File: src/rtl/booth_pkg.sv
package booth_pkg;

    typedef enum logic [1:0] {
        OP_PASS = 2'd0,
        OP_ADD  = 2'd1,
        OP_SUB  = 2'd2
    } booth_op_e;

    // Pairing of the current multiplier LSB with the bit shifted out last step.
    function automatic booth_op_e booth_decode(input logic cur, input logic prev);
        booth_op_e op;
        case ({cur, prev})
            2'b01:   op = OP_ADD;
            2'b10:   op = OP_SUB;
            default: op = OP_PASS;
        endcase
        return op;
    endfunction

endpackage

File: src/rtl/booth_recode.sv
module booth_recode
    import booth_pkg::*;
(
    input  logic      cur_i,
    input  logic      prev_i,
    output booth_op_e op_o
);
    always_comb op_o = booth_decode(cur_i, prev_i);
endmodule

File: src/rtl/booth_alu.sv
module booth_alu
    import booth_pkg::*;
#(
    parameter int AW           = 9,
    parameter bit SHARED_ADDER = 1'b1
) (
    input  logic [AW-1:0] acc_i,
    input  logic [AW-1:0] mcand_i,
    input  booth_op_e     op_i,
    output logic [AW-1:0] res_o
);
    generate
        if (SHARED_ADDER) begin : g_shared
            // One adder: subtract is add of inverted operand with carry-in.
            logic [AW-1:0] operand;
            logic          cin;
            always_comb begin
                operand = '0;
                cin     = 1'b0;
                if (op_i == OP_ADD) begin
                    operand = mcand_i;
                end else if (op_i == OP_SUB) begin
                    operand = ~mcand_i;
                    cin     = 1'b1;
                end
                res_o = acc_i + operand + AW'(cin);
            end
        end else begin : g_split
            always_comb begin
                case (op_i)
                    OP_ADD:  res_o = acc_i + mcand_i;
                    OP_SUB:  res_o = acc_i - mcand_i;
                    default: res_o = acc_i;
                endcase
            end
        end
    endgenerate
endmodule

File: src/rtl/booth_ctrl.sv
module booth_ctrl #(
    parameter int STEPS = 8
) (
    input  logic clk,
    input  logic rst,
    input  logic start_i,
    output logic load_o,
    output logic step_o,
    output logic last_o,
    output logic busy_o,
    output logic done_o
);
    localparam int CW = $clog2(STEPS + 1);

    logic          busy_q;
    logic          done_q;
    logic [CW-1:0] cnt_q;

    assign load_o = start_i && !busy_q;
    assign step_o = busy_q;
    assign last_o = busy_q && (cnt_q == CW'(STEPS - 1));
    assign busy_o = busy_q;
    assign done_o = done_q;

    always_ff @(posedge clk) begin
        if (rst) begin
            busy_q <= 1'b0;
            done_q <= 1'b0;
            cnt_q  <= '0;
        end else begin
            done_q <= last_o;
            if (load_o) begin
                busy_q <= 1'b1;
                cnt_q  <= '0;
            end else if (step_o) begin
                cnt_q <= cnt_q + 1'b1;
                if (last_o) busy_q <= 1'b0;
            end
        end
    end

    // Independent run-length counter used only by the checks below.
    logic [CW-1:0] chk_run_q;
    always_ff @(posedge clk) begin
        if (rst)           chk_run_q <= '0;
        else if (load_o)   chk_run_q <= '0;
        else if (busy_q)   chk_run_q <= chk_run_q + 1'b1;
    end

    AST_START_BUSY: assert property (@(posedge clk) disable iff (rst)
        (start_i && !busy_o) |=> busy_o);
    AST_DONE_PULSE: assert property (@(posedge clk) disable iff (rst)
        done_o |=> !done_o);
    AST_DONE_FALL: assert property (@(posedge clk) disable iff (rst)
        done_o |-> ($fell(busy_o) && chk_run_q == CW'(STEPS)));
    AST_START_IGNORED: assert property (@(posedge clk) disable iff (rst)
        (busy_o && start_i && !last_o) |=> busy_o);
endmodule

File: src/rtl/booth_seq_mul.sv
module booth_seq_mul
    import booth_pkg::*;
#(
    parameter int W            = 8,
    parameter bit SHARED_ADDER = 1'b1
) (
    input  logic           clk,
    input  logic           rst,
    input  logic           start_i,
    input  logic [W-1:0]   op_a_i,
    input  logic [W-1:0]   op_b_i,
    output logic           busy_o,
    output logic           done_o,
    output logic [2*W-1:0] product_o
);
    localparam int AW = W + 1;   // guard bit for subtracting the most negative multiplicand
    localparam int PW = 2 * W;

    logic load, step, last;

    booth_ctrl #(.STEPS(W)) u_ctrl (
        .clk     (clk),
        .rst     (rst),
        .start_i (start_i),
        .load_o  (load),
        .step_o  (step),
        .last_o  (last),
        .busy_o  (busy_o),
        .done_o  (done_o)
    );

    logic [W-1:0]  mcand_q;
    logic [W-1:0]  mplr_q;
    logic [AW-1:0] acc_q;
    logic          prev_q;
    logic [PW-1:0] prod_q;

    booth_op_e     op;
    logic [AW-1:0] mcand_ext;
    logic [AW-1:0] alu_res;
    logic [AW-1:0] acc_nxt;
    logic [W-1:0]  mplr_nxt;

    booth_recode u_recode (
        .cur_i  (mplr_q[0]),
        .prev_i (prev_q),
        .op_o   (op)
    );

    assign mcand_ext = {mcand_q[W-1], mcand_q};

    booth_alu #(.AW(AW), .SHARED_ADDER(SHARED_ADDER)) u_alu (
        .acc_i   (acc_q),
        .mcand_i (mcand_ext),
        .op_i    (op),
        .res_o   (alu_res)
    );

    // Arithmetic right shift of the joined {accumulator, multiplier} word.
    assign acc_nxt  = {alu_res[AW-1], alu_res[AW-1:1]};
    assign mplr_nxt = {alu_res[0], mplr_q[W-1:1]};

    always_ff @(posedge clk) begin
        if (rst) begin
            mcand_q <= '0;
            mplr_q  <= '0;
            acc_q   <= '0;
            prev_q  <= 1'b0;
            prod_q  <= '0;
        end else if (load) begin
            mcand_q <= op_a_i;
            mplr_q  <= op_b_i;
            acc_q   <= '0;
            prev_q  <= 1'b0;
        end else if (step) begin
            acc_q  <= acc_nxt;
            mplr_q <= mplr_nxt;
            prev_q <= mplr_q[0];
            if (last) prod_q <= {acc_nxt[W-1:0], mplr_nxt};
        end
    end

    assign product_o = prod_q;

    AST_OPERANDS_TAKEN: assert property (@(posedge clk) disable iff (rst)
        load |=> (mcand_q == $past(op_a_i) && mplr_q == $past(op_b_i)));
    AST_PREV_CLEARED: assert property (@(posedge clk) disable iff (rst)
        load |=> (prev_q == 1'b0 && acc_q == '0));
    AST_PRODUCT_HOLD: assert property (@(posedge clk) disable iff (rst)
        !done_o |-> $stable(product_o));
    AST_BUSY_OPERANDS_HOLD: assert property (@(posedge clk) disable iff (rst)
        (busy_o && start_i) |=> $stable(mcand_q));
    AST_NO_OVERFLOW: assert property (@(posedge clk) disable iff (rst)
        done_o |-> (acc_q[AW-1] == acc_q[W-1]));
endmodule

File: config.mk
export PLATFORM = sky130hd
export DESIGN_NAME = booth_seq_mul
export DESIGN_NICKNAME = d
export VERILOG_FILES = /design/src/rtl/booth_pkg.sv /design/src/rtl/booth_recode.sv /design/src/rtl/booth_alu.sv /design/src/rtl/booth_ctrl.sv /design/src/rtl/booth_seq_mul.sv
export SDC_FILE = /design/constraint.sdc
export NUM_CORES = 1
export LEC_CHECK = 0
export BUFFER_PORTS_ARGS = -buffer_cell sky130_fd_sc_hd__buf_2
export CAP_MARGIN = 20
export CORE_ASPECT_RATIO = 0.6
export CORE_MARGIN = 2
export CORE_UTILIZATION = 50
export DETAILED_ROUTE_END_ITERATION = 6
export PLACE_DENSITY = 0.72
export SYNTH_ARGS = -nofsm -noshare
export SYNTH_HDL_FRONTEND = slang
export SYNTH_HIERARCHICAL = 1
export SYNTH_SLANG_ARGS = --single-unit
File: constraint.sdc
create_clock -name clk -period 2.8 [get_ports clk]
set_input_delay 0.56 -clock clk [delete_from_list [all_inputs] [get_ports clk]]
set_output_delay 0.56 -clock clk [all_outputs]
set_load 0.01 [all_outputs]
==> results.sh, run 1 <==
export IMPL_cts_root_buf="clkbuf_8"
export IMPL_numPlacedInstances=350
export IMPL_dpl_worst_slack_ns=-0.0514
export IMPL_switching_power_mw=0.376
export IMPL_leakage_nw=1.17
export IMPL_dieArea_um2=5540
export IMPL_grt_pass1_wl_mm=8.18
export IMPL_min_from="product_o[1]$_SDFFE_PP0P_"
export IMPL_start_util_pct=53.1
export IMPL_async_reset_ff_share_pct=0
export IMPL_max_cap_viol_count=0
export IMPL_n_antenna_cell=0
export IMPL_layout_nets=324
export IMPL_io_buffers=36
export IMPL_cp_end_kind="register"
export IMPL_r2r_slack_ns=0.16
export IMPL_grt_overflow=0
export IMPL_holdPathEnd="product_o[1]$_SDFFE_PP0P_"
export IMPL_synth_top_area_cell="dfxtp_1"
export IMPL_r2r_start="mplr_q[0]$_SDFFE_PP0P_"
export IMPL_hold_path_cell_count=2
export IMPL_drt_wirelength_per_cell_um=14.0
export IMPL_dr_total_vias=1825
export IMPL_clkLatencyLatePin_ns=0.30
export IMPL_worst_slew_pin_slew_ns=0.454
export IMPL_drtAntennaViolNets=0
export IMPL_synth_seq_cells=47
export IMPL_path_clk_slew_ns=0.09
export IMPL_critPathKind="register to register"
export IMPL_critPathArrivalTime_ns=2.88
export IMPL_grt_pass1_vias=1684
export IMPL_skew_ns=0.00398
export IMPL_maxSlewHeadroom_pct=69.7
export IMPL_via_per_inst=5.08
export IMPL_ir_worst_vdd_mv=0.238
export IMPL_crit_chain="nor2b_2, nand2b_4, o21ai_4, fa_2, inv_1, fa_2, nand2b_1, a21oi_2, buf_4, xor2_1, mux2i_1, nor2_1"
export IMPL_cts_hold_buf=0
export IMPL_cts_made_buffers=5
export IMPL_first_pass_iters=4
export IMPL_instances_no_fill=359
export IMPL_grt_use_total_pct=19.3
export IMPL_hold_path_class="register to register"
export IMPL_cts_sinks=47
export IMPL_setup_ws_ns=0.156
export IMPL_synthCells=261
export IMPL_h_tree_depth=2
export IMPL_period_share_pct=94.4
export IMPL_regToRegEndpoint="acc_q[3]$_SDFFE_PP0P_"
export IMPL_cts_tree="built"
export IMPL_swShare_pct=24.7
export IMPL_synthDistinctLibCells=35
export IMPL_routed_wl_mm=5.02
export IMPL_num_io_pins=37
export IMPL_synthDominantCellAreaShare_pct=38.0
export IMPL_synth_flop_cell="dfxtp_1"
export IMPL_clockPowerShare_pct=38.8
export IMPL_worstPathRequired_ns=3.04
export IMPL_cts_buffer_depth=2
export IMPL_die_h_um=58.5
export IMPL_antenna_found_initial=0
export IMPL_syn_nets=290
export IMPL_yosysSeqAreaShare_pct=38.0
export IMPL_synth_most_common_cell="dfxtp_1"
export IMPL_cpMostUsedCell="fa_2"
export IMPL_cp_max_fo=9
export IMPL_crit_family="simple AND/OR/NAND/NOR gates"
export IMPL_yosysWarnings=6
export IMPL_yosys_top_cells_area="dfxtp_1 (38%), mux2i_1 (17%), nand2b_1 (8.6%)"
export IMPL_p_int_mw=1.15
export IMPL_setup_viol=0
export IMPL_drv_slew=0
export IMPL_dp_hpwl_mm=3.43
export IMPL_setup_tns_ns=0
export IMPL_crit_path_max_incr_delay_ns=0.35
export IMPL_synth_area_per_cell_um2=9.48
export IMPL_p_per_area_nw_per_um2=534
export IMPL_final_hold_viol_count=0
export IMPL_core_area_um2=4660
export IMPL_ys_top_cells_by_count="dfxtp_1 (47), mux2i_1 (43), nand2b_1 (34), nor2_1 (24)"
export IMPL_layout_drive_gt1_share_pct=22.3
export IMPL_status="finished, final reports clean"
export IMPL_num_rows=19
export IMPL_period_needed_ns=2.64
export IMPL_seqPwrFrac_pct=47.0
export IMPL_drtIter0Drc=106
export IMPL_cp_num_buf_inv=2
export IMPL_fmax_mhz=378
export IMPL_synth_edff_count=0
export IMPL_drc_errors=0
export IMPL_gp_congestion=0.878
export IMPL_critPathSlowestCell="dfxtp_2"
export IMPL_fp_dieW_um=94.8
export IMPL_total_power_mw=1.52
export IMPL_crit_path_start_kind="register"
export IMPL_reg2reg_depth=12
export IMPL_syn_area_um2=2470
export IMPL_grt_max_degree=55
export IMPL_syn_to_final_growth_pct=15.4
export IMPL_p_comb_share_pct=14.2
worst register-to-register path, stage by stage, from the launching register on:
cell and delay, ns:
dfxtp_2 0.35, nor2b_2 0.29, nand2b_4 0.13, o21ai_4 0.17, fa_2 0.26, inv_1 0.07
fa_2 0.35, nand2b_1 0.16, a21oi_2 0.23, buf_4 0.16, xor2_1 0.21, mux2i_1 0.11
nor2_1 0.10
how the worst max path moves through the flow:
stage                           start                         end  slack [ns]  cells past startpoint
2_1_floorplan  mplr_q[0]$_SDFFE_PP0P_       acc_q[6]$_SDFFE_PP0P_        0.28                     12
3_3_place_gp   mplr_q[0]$_SDFFE_PP0P_       acc_q[5]$_SDFFE_PP0P_         0.1                     12
3_5_place_dp   mplr_q[0]$_SDFFE_PP0P_       acc_q[5]$_SDFFE_PP0P_       -0.05                     12
4_1_cts        mplr_q[0]$_SDFFE_PP0P_  product_o[13]$_SDFFE_PP0P_       0.004                     12
5_1_grt        mplr_q[0]$_SDFFE_PP0P_  product_o[13]$_SDFFE_PP0P_      -0.004                     12
6_report       mplr_q[0]$_SDFFE_PP0P_       acc_q[3]$_SDFFE_PP0P_        0.16                     12
power groups by stage:
stage	Clock, mW	Combinational (mW)	Sequential, mW
after floorplan	0	0.163	0.723
after global placement	0	0.201	0.729
after detailed placement	0	0.203	0.729
after CTS	0.601	0.205	0.714
after global routing	0.634	0.240	0.719
final	0.591	0.216	0.716
placed cells by master, fill, tap and decap left out, types with 5 or more instances in the layout:
master,synthesis,routed
a211oi_1,9,8
a21oi_1,10,9
buf_2,4,36
buf_4,2,6
clkbuf_8,0,5
dfxtp_1,47,46
ha_1,8,8
inv_1,9,9
mux2i_1,43,43
nand2_1,10,10
nand2b_1,34,33
nor2_1,24,24
nor2b_1,10,8
o21ai_0,10,7
xnor2_1,6,6
metrics by stage:
step	instance area, µm²	util, %	hold WS (ns)
floorplan	2470	-	0.464
global placement	2660	57.1	0.456
detailed placement	2660	57.1	0.460
CTS	2800	60.1	0.478
global route	2850	61.3	0.492
finish	2850	61.3	0.474
metal layers:
layer | share of wire [%] | GRT usage, % | vias to the layer above | wire, µm
li1 | - | - | 951 | -
met1 | 55 | 31.2 | 817 | 2740
met2 | 38 | 25.1 | 51 | 1900
met3 | 6.8 | 4.99 | 6 | 341
met4 | 0.76 | 4.35 | 0 | 38
met5 | 0 | 0 | - | 0
sequential cells by signal, summed over array words and instances, names as in the netlist:
signal,cells
prev_q,1
acc_q,8
u_ctrl/done_o,1
product_o,16
mplr_q,8
mcand_q,8
u_ctrl/cnt_q,4
u_ctrl/busy_o,1
area by class of cell:
type,instances,area [µm²]
inverter,9,33.8
multi-input combinational,190,1440
sequential,47,942
timing repair buffer,42,225
clock inverter,3,67.6
tap,63,78.8
clock buffer,5,68.8
fill,416,1810
cell families (layout without fill, tap and decap cells):
kind of cell	Yosys count	count (layout)	synth area share [%]
flops	47	47	38.0
fa+ha+maj	10	10	5.67
xor+xnor	9	9	3.19
buf+inv	24	59	5.82
simple gates	95	95	21.8
compound gates	33	33	8.09
mux	43	43	17.4
repair_timing:
action,4_1_cts,5_1_grt
gates resized for setup,1,15
buffers inserted,0,1
pin swaps,0,4
endpoints found under the setup margin,4,10
(Power assumes the default switching activity.)
==> inputs of run 2 (changes only) <==
RECOVER_POWER = 100   (was unset)
==> run 2 against run 1 <==
  * Worst hold slack gained 0.0017 ns
  * Cell count stayed put
  * Via count is 0.22% higher
  * Setup slack worse by 0.015 ns
  * Global-route usage did not move
  * Total power down 0.10%
  * Clock power is essentially flat
  * Register-to-register slack is essentially flat
==> results.sh, run 2 (synthesis results as in run 1) <==
export IMPL_setup_ws_ns=0.141
export IMPL_period_needed_ns=2.66
export IMPL_grt_use_total_pct=19.3
export IMPL_worst_slew_pin_slew_ns=1.21
export IMPL_die_h_um=58.5
export IMPL_clockPowerShare_pct=38.9
export IMPL_grt_pass1_wl_mm=8.18
export IMPL_layout_drive_gt1_share_pct=15.2
export IMPL_cts_buffer_depth=2
export IMPL_hold_path_class="register to register"
export IMPL_seqPwrFrac_pct=47.0
export IMPL_gp_congestion=0.878
export IMPL_maxSlewHeadroom_pct=19.1
export IMPL_drv_slew=0
export IMPL_clkLatencyLatePin_ns=0.30
export IMPL_dp_hpwl_mm=3.43
export IMPL_critPathKind="register to register"
export IMPL_antenna_found_initial=0
export IMPL_routed_wl_mm=5.02
export IMPL_grt_pass1_vias=1684
export IMPL_start_util_pct=53.1
export IMPL_cts_root_buf="clkbuf_8"
export IMPL_swShare_pct=24.7
export IMPL_dpl_worst_slack_ns=-0.0514
export IMPL_postLayoutCellArea_um2=2820
export IMPL_final_hold_viol_count=0
export IMPL_r2r_start="mplr_q[0]$_SDFFE_PP0P_"
export IMPL_drtIter0Drc=118
export IMPL_critPathArrivalTime_ns=2.83
export IMPL_cts_made_buffers=5
export IMPL_p_int_mw=1.15
export IMPL_max_cap_viol_count=0
export IMPL_period_share_pct=95.0
export IMPL_placed_area_um2=2660
export IMPL_ir_worst_vdd_mv=0.238
export IMPL_setup_tns_ns=0
export IMPL_cp_end_kind="register"
export IMPL_drt_wirelength_per_cell_um=14.0
export IMPL_critPathSlowestCell="ha_1"
export IMPL_layout_nets=324
export IMPL_grt_overflow=0
export IMPL_dr_total_vias=1829
export IMPL_reg2reg_depth=11
export IMPL_cpMostUsedCell="a21oi_1"
export IMPL_cp_max_fo=7
export IMPL_p_per_area_nw_per_um2=540
export IMPL_skew_ns=0.00475
export IMPL_path_clk_slew_ns=0.09
export IMPL_n_antenna_cell=0
export IMPL_h_tree_depth=2
export IMPL_via_per_inst=5.09
export IMPL_status="finished, final reports clean"
export IMPL_crit_path_start_kind="register"
export IMPL_setup_viol=0
export IMPL_num_rows=19
export IMPL_cts_sinks=47
export IMPL_core_area_um2=4660
export IMPL_hold_ws_ns=0.475
export IMPL_crit_path_max_incr_delay_ns=0.41
export IMPL_dieArea_um2=5540
export IMPL_grt_max_degree=55
export IMPL_crit_chain="and2b_2, nor2b_4, buf_4, nand2_1, o21ai_0, ha_1, a21oi_1, a21oi_1, a2111o_1, mux2i_1, nor2_1"
export IMPL_fmax_mhz=376
export IMPL_switching_power_mw=0.376
export IMPL_postLayoutCoreUtil_pct=60.5
export IMPL_drtAntennaViolNets=0
export IMPL_num_io_pins=37
export IMPL_first_pass_iters=4
export IMPL_io_buffers=36
export IMPL_largest_reg_flops=16
export IMPL_final_common_cell="dfxtp_1"
export IMPL_syn_to_final_growth_pct=14.0
export IMPL_p_comb_share_pct=14.1
export IMPL_cp_endpoint="acc_q[6]$_SDFFE_PP0P_"
export IMPL_r2r_slack_ns=0.14
export IMPL_layout_common_cells="dfxtp_1 (46), mux2i_1 (43), nand2b_1 (33), nor2_1 (24), clkbuf_1 (20)"
export IMPL_drc_errors=0
export IMPL_critPathLaunch="mplr_q[0]$_SDFFE_PP0P_"
export IMPL_leakage_nw=1.09
export IMPL_worstPathRequired_ns=2.97
export IMPL_regToRegEndpoint="acc_q[6]$_SDFFE_PP0P_"
export IMPL_fp_dieW_um=94.8
export IMPL_cts_tree="built"
## run 2: cell count changes in the layout (fill, tap and decap cells not counted), sizes merged
cell	delta
buf	-20
clkbuf	+20
## run 2: final cells by class
type	count	area, µm²
Multi-Input combinational cell	190	1430
Clock inverter	3	67.6
Clock buffer	5	68.8
Sequential cell	47	942
Tap cell	63	78.8
Timing Repair Buffer	42	195
Inverter	9	33.8
Fill cell	427	1840
## run 2: per-stage QoR
stage / total power [mW] / instances
2_1_floorplan: 0.885 / 261
3_3_place_gp: 0.929 / 350
3_5_place_dp: 0.932 / 350
4_1_cts: 1.52 / 358
5_1_grt: 1.59 / 359
6_report: 1.52 / 359
## run 2: critical path: cells and delay by family, from the launching register on
kind,cells,cell delay [ns]
multiplexers,1,0.14
AO/OA/AOI/OAI,4,0.99
AND/OR/NAND/NOR,4,0.47
adder cells (fa/ha/maj),1,0.41
buffers and inverters,1,0.16
flip-flops,1,0.35
## run 2: power groups by stage
stage,registers (mW),logic (mW),clock network (mW)
4_1_cts,0.714,0.205,0.601
3_3_place_gp,0.729,0.201,0
6_report,0.716,0.214,0.592
5_1_grt,0.719,0.238,0.634
3_5_place_dp,0.729,0.203,0
2_1_floorplan,0.723,0.163,0
## run 2: metal layers
metal / routed length, µm / up-vias / GRT usage (%)
met5: 0 / - / 0
met4: 38 / 0 / 4.35
met3: 353 / 6 / 4.99
met2: 1900 / 47 / 25.1
met1: 2730 / 831 / 31.2
li1: - / 945 / -
## run 2: worst min-delay path by stage
stage | start | end | cells past startpoint
2_1_floorplan | mplr_q[1]$_SDFFE_PP0P_ | product_o[0]$_SDFFE_PP0P_ | 2
3_3_place_gp | product_o[4]$_SDFFE_PP0P_ | product_o[4]$_SDFFE_PP0P_ | 2
3_5_place_dp | product_o[4]$_SDFFE_PP0P_ | product_o[4]$_SDFFE_PP0P_ | 2
4_1_cts | product_o[1]$_SDFFE_PP0P_ | product_o[1]$_SDFFE_PP0P_ | 2
5_1_grt | op_a_i[1] | mcand_q[1]$_SDFFE_PP0P_ | 3
6_report | product_o[1]$_SDFFE_PP0P_ | product_o[1]$_SDFFE_PP0P_ | 2
## run 2: timing repair
item | 4_1_cts | 5_1_grt
pin swaps | 0 | 4
gates resized for setup | 1 | 15
hold buffers | 0 | 0
setup endpoints to repair | 4 | 10
buffers inserted | 0 | 1
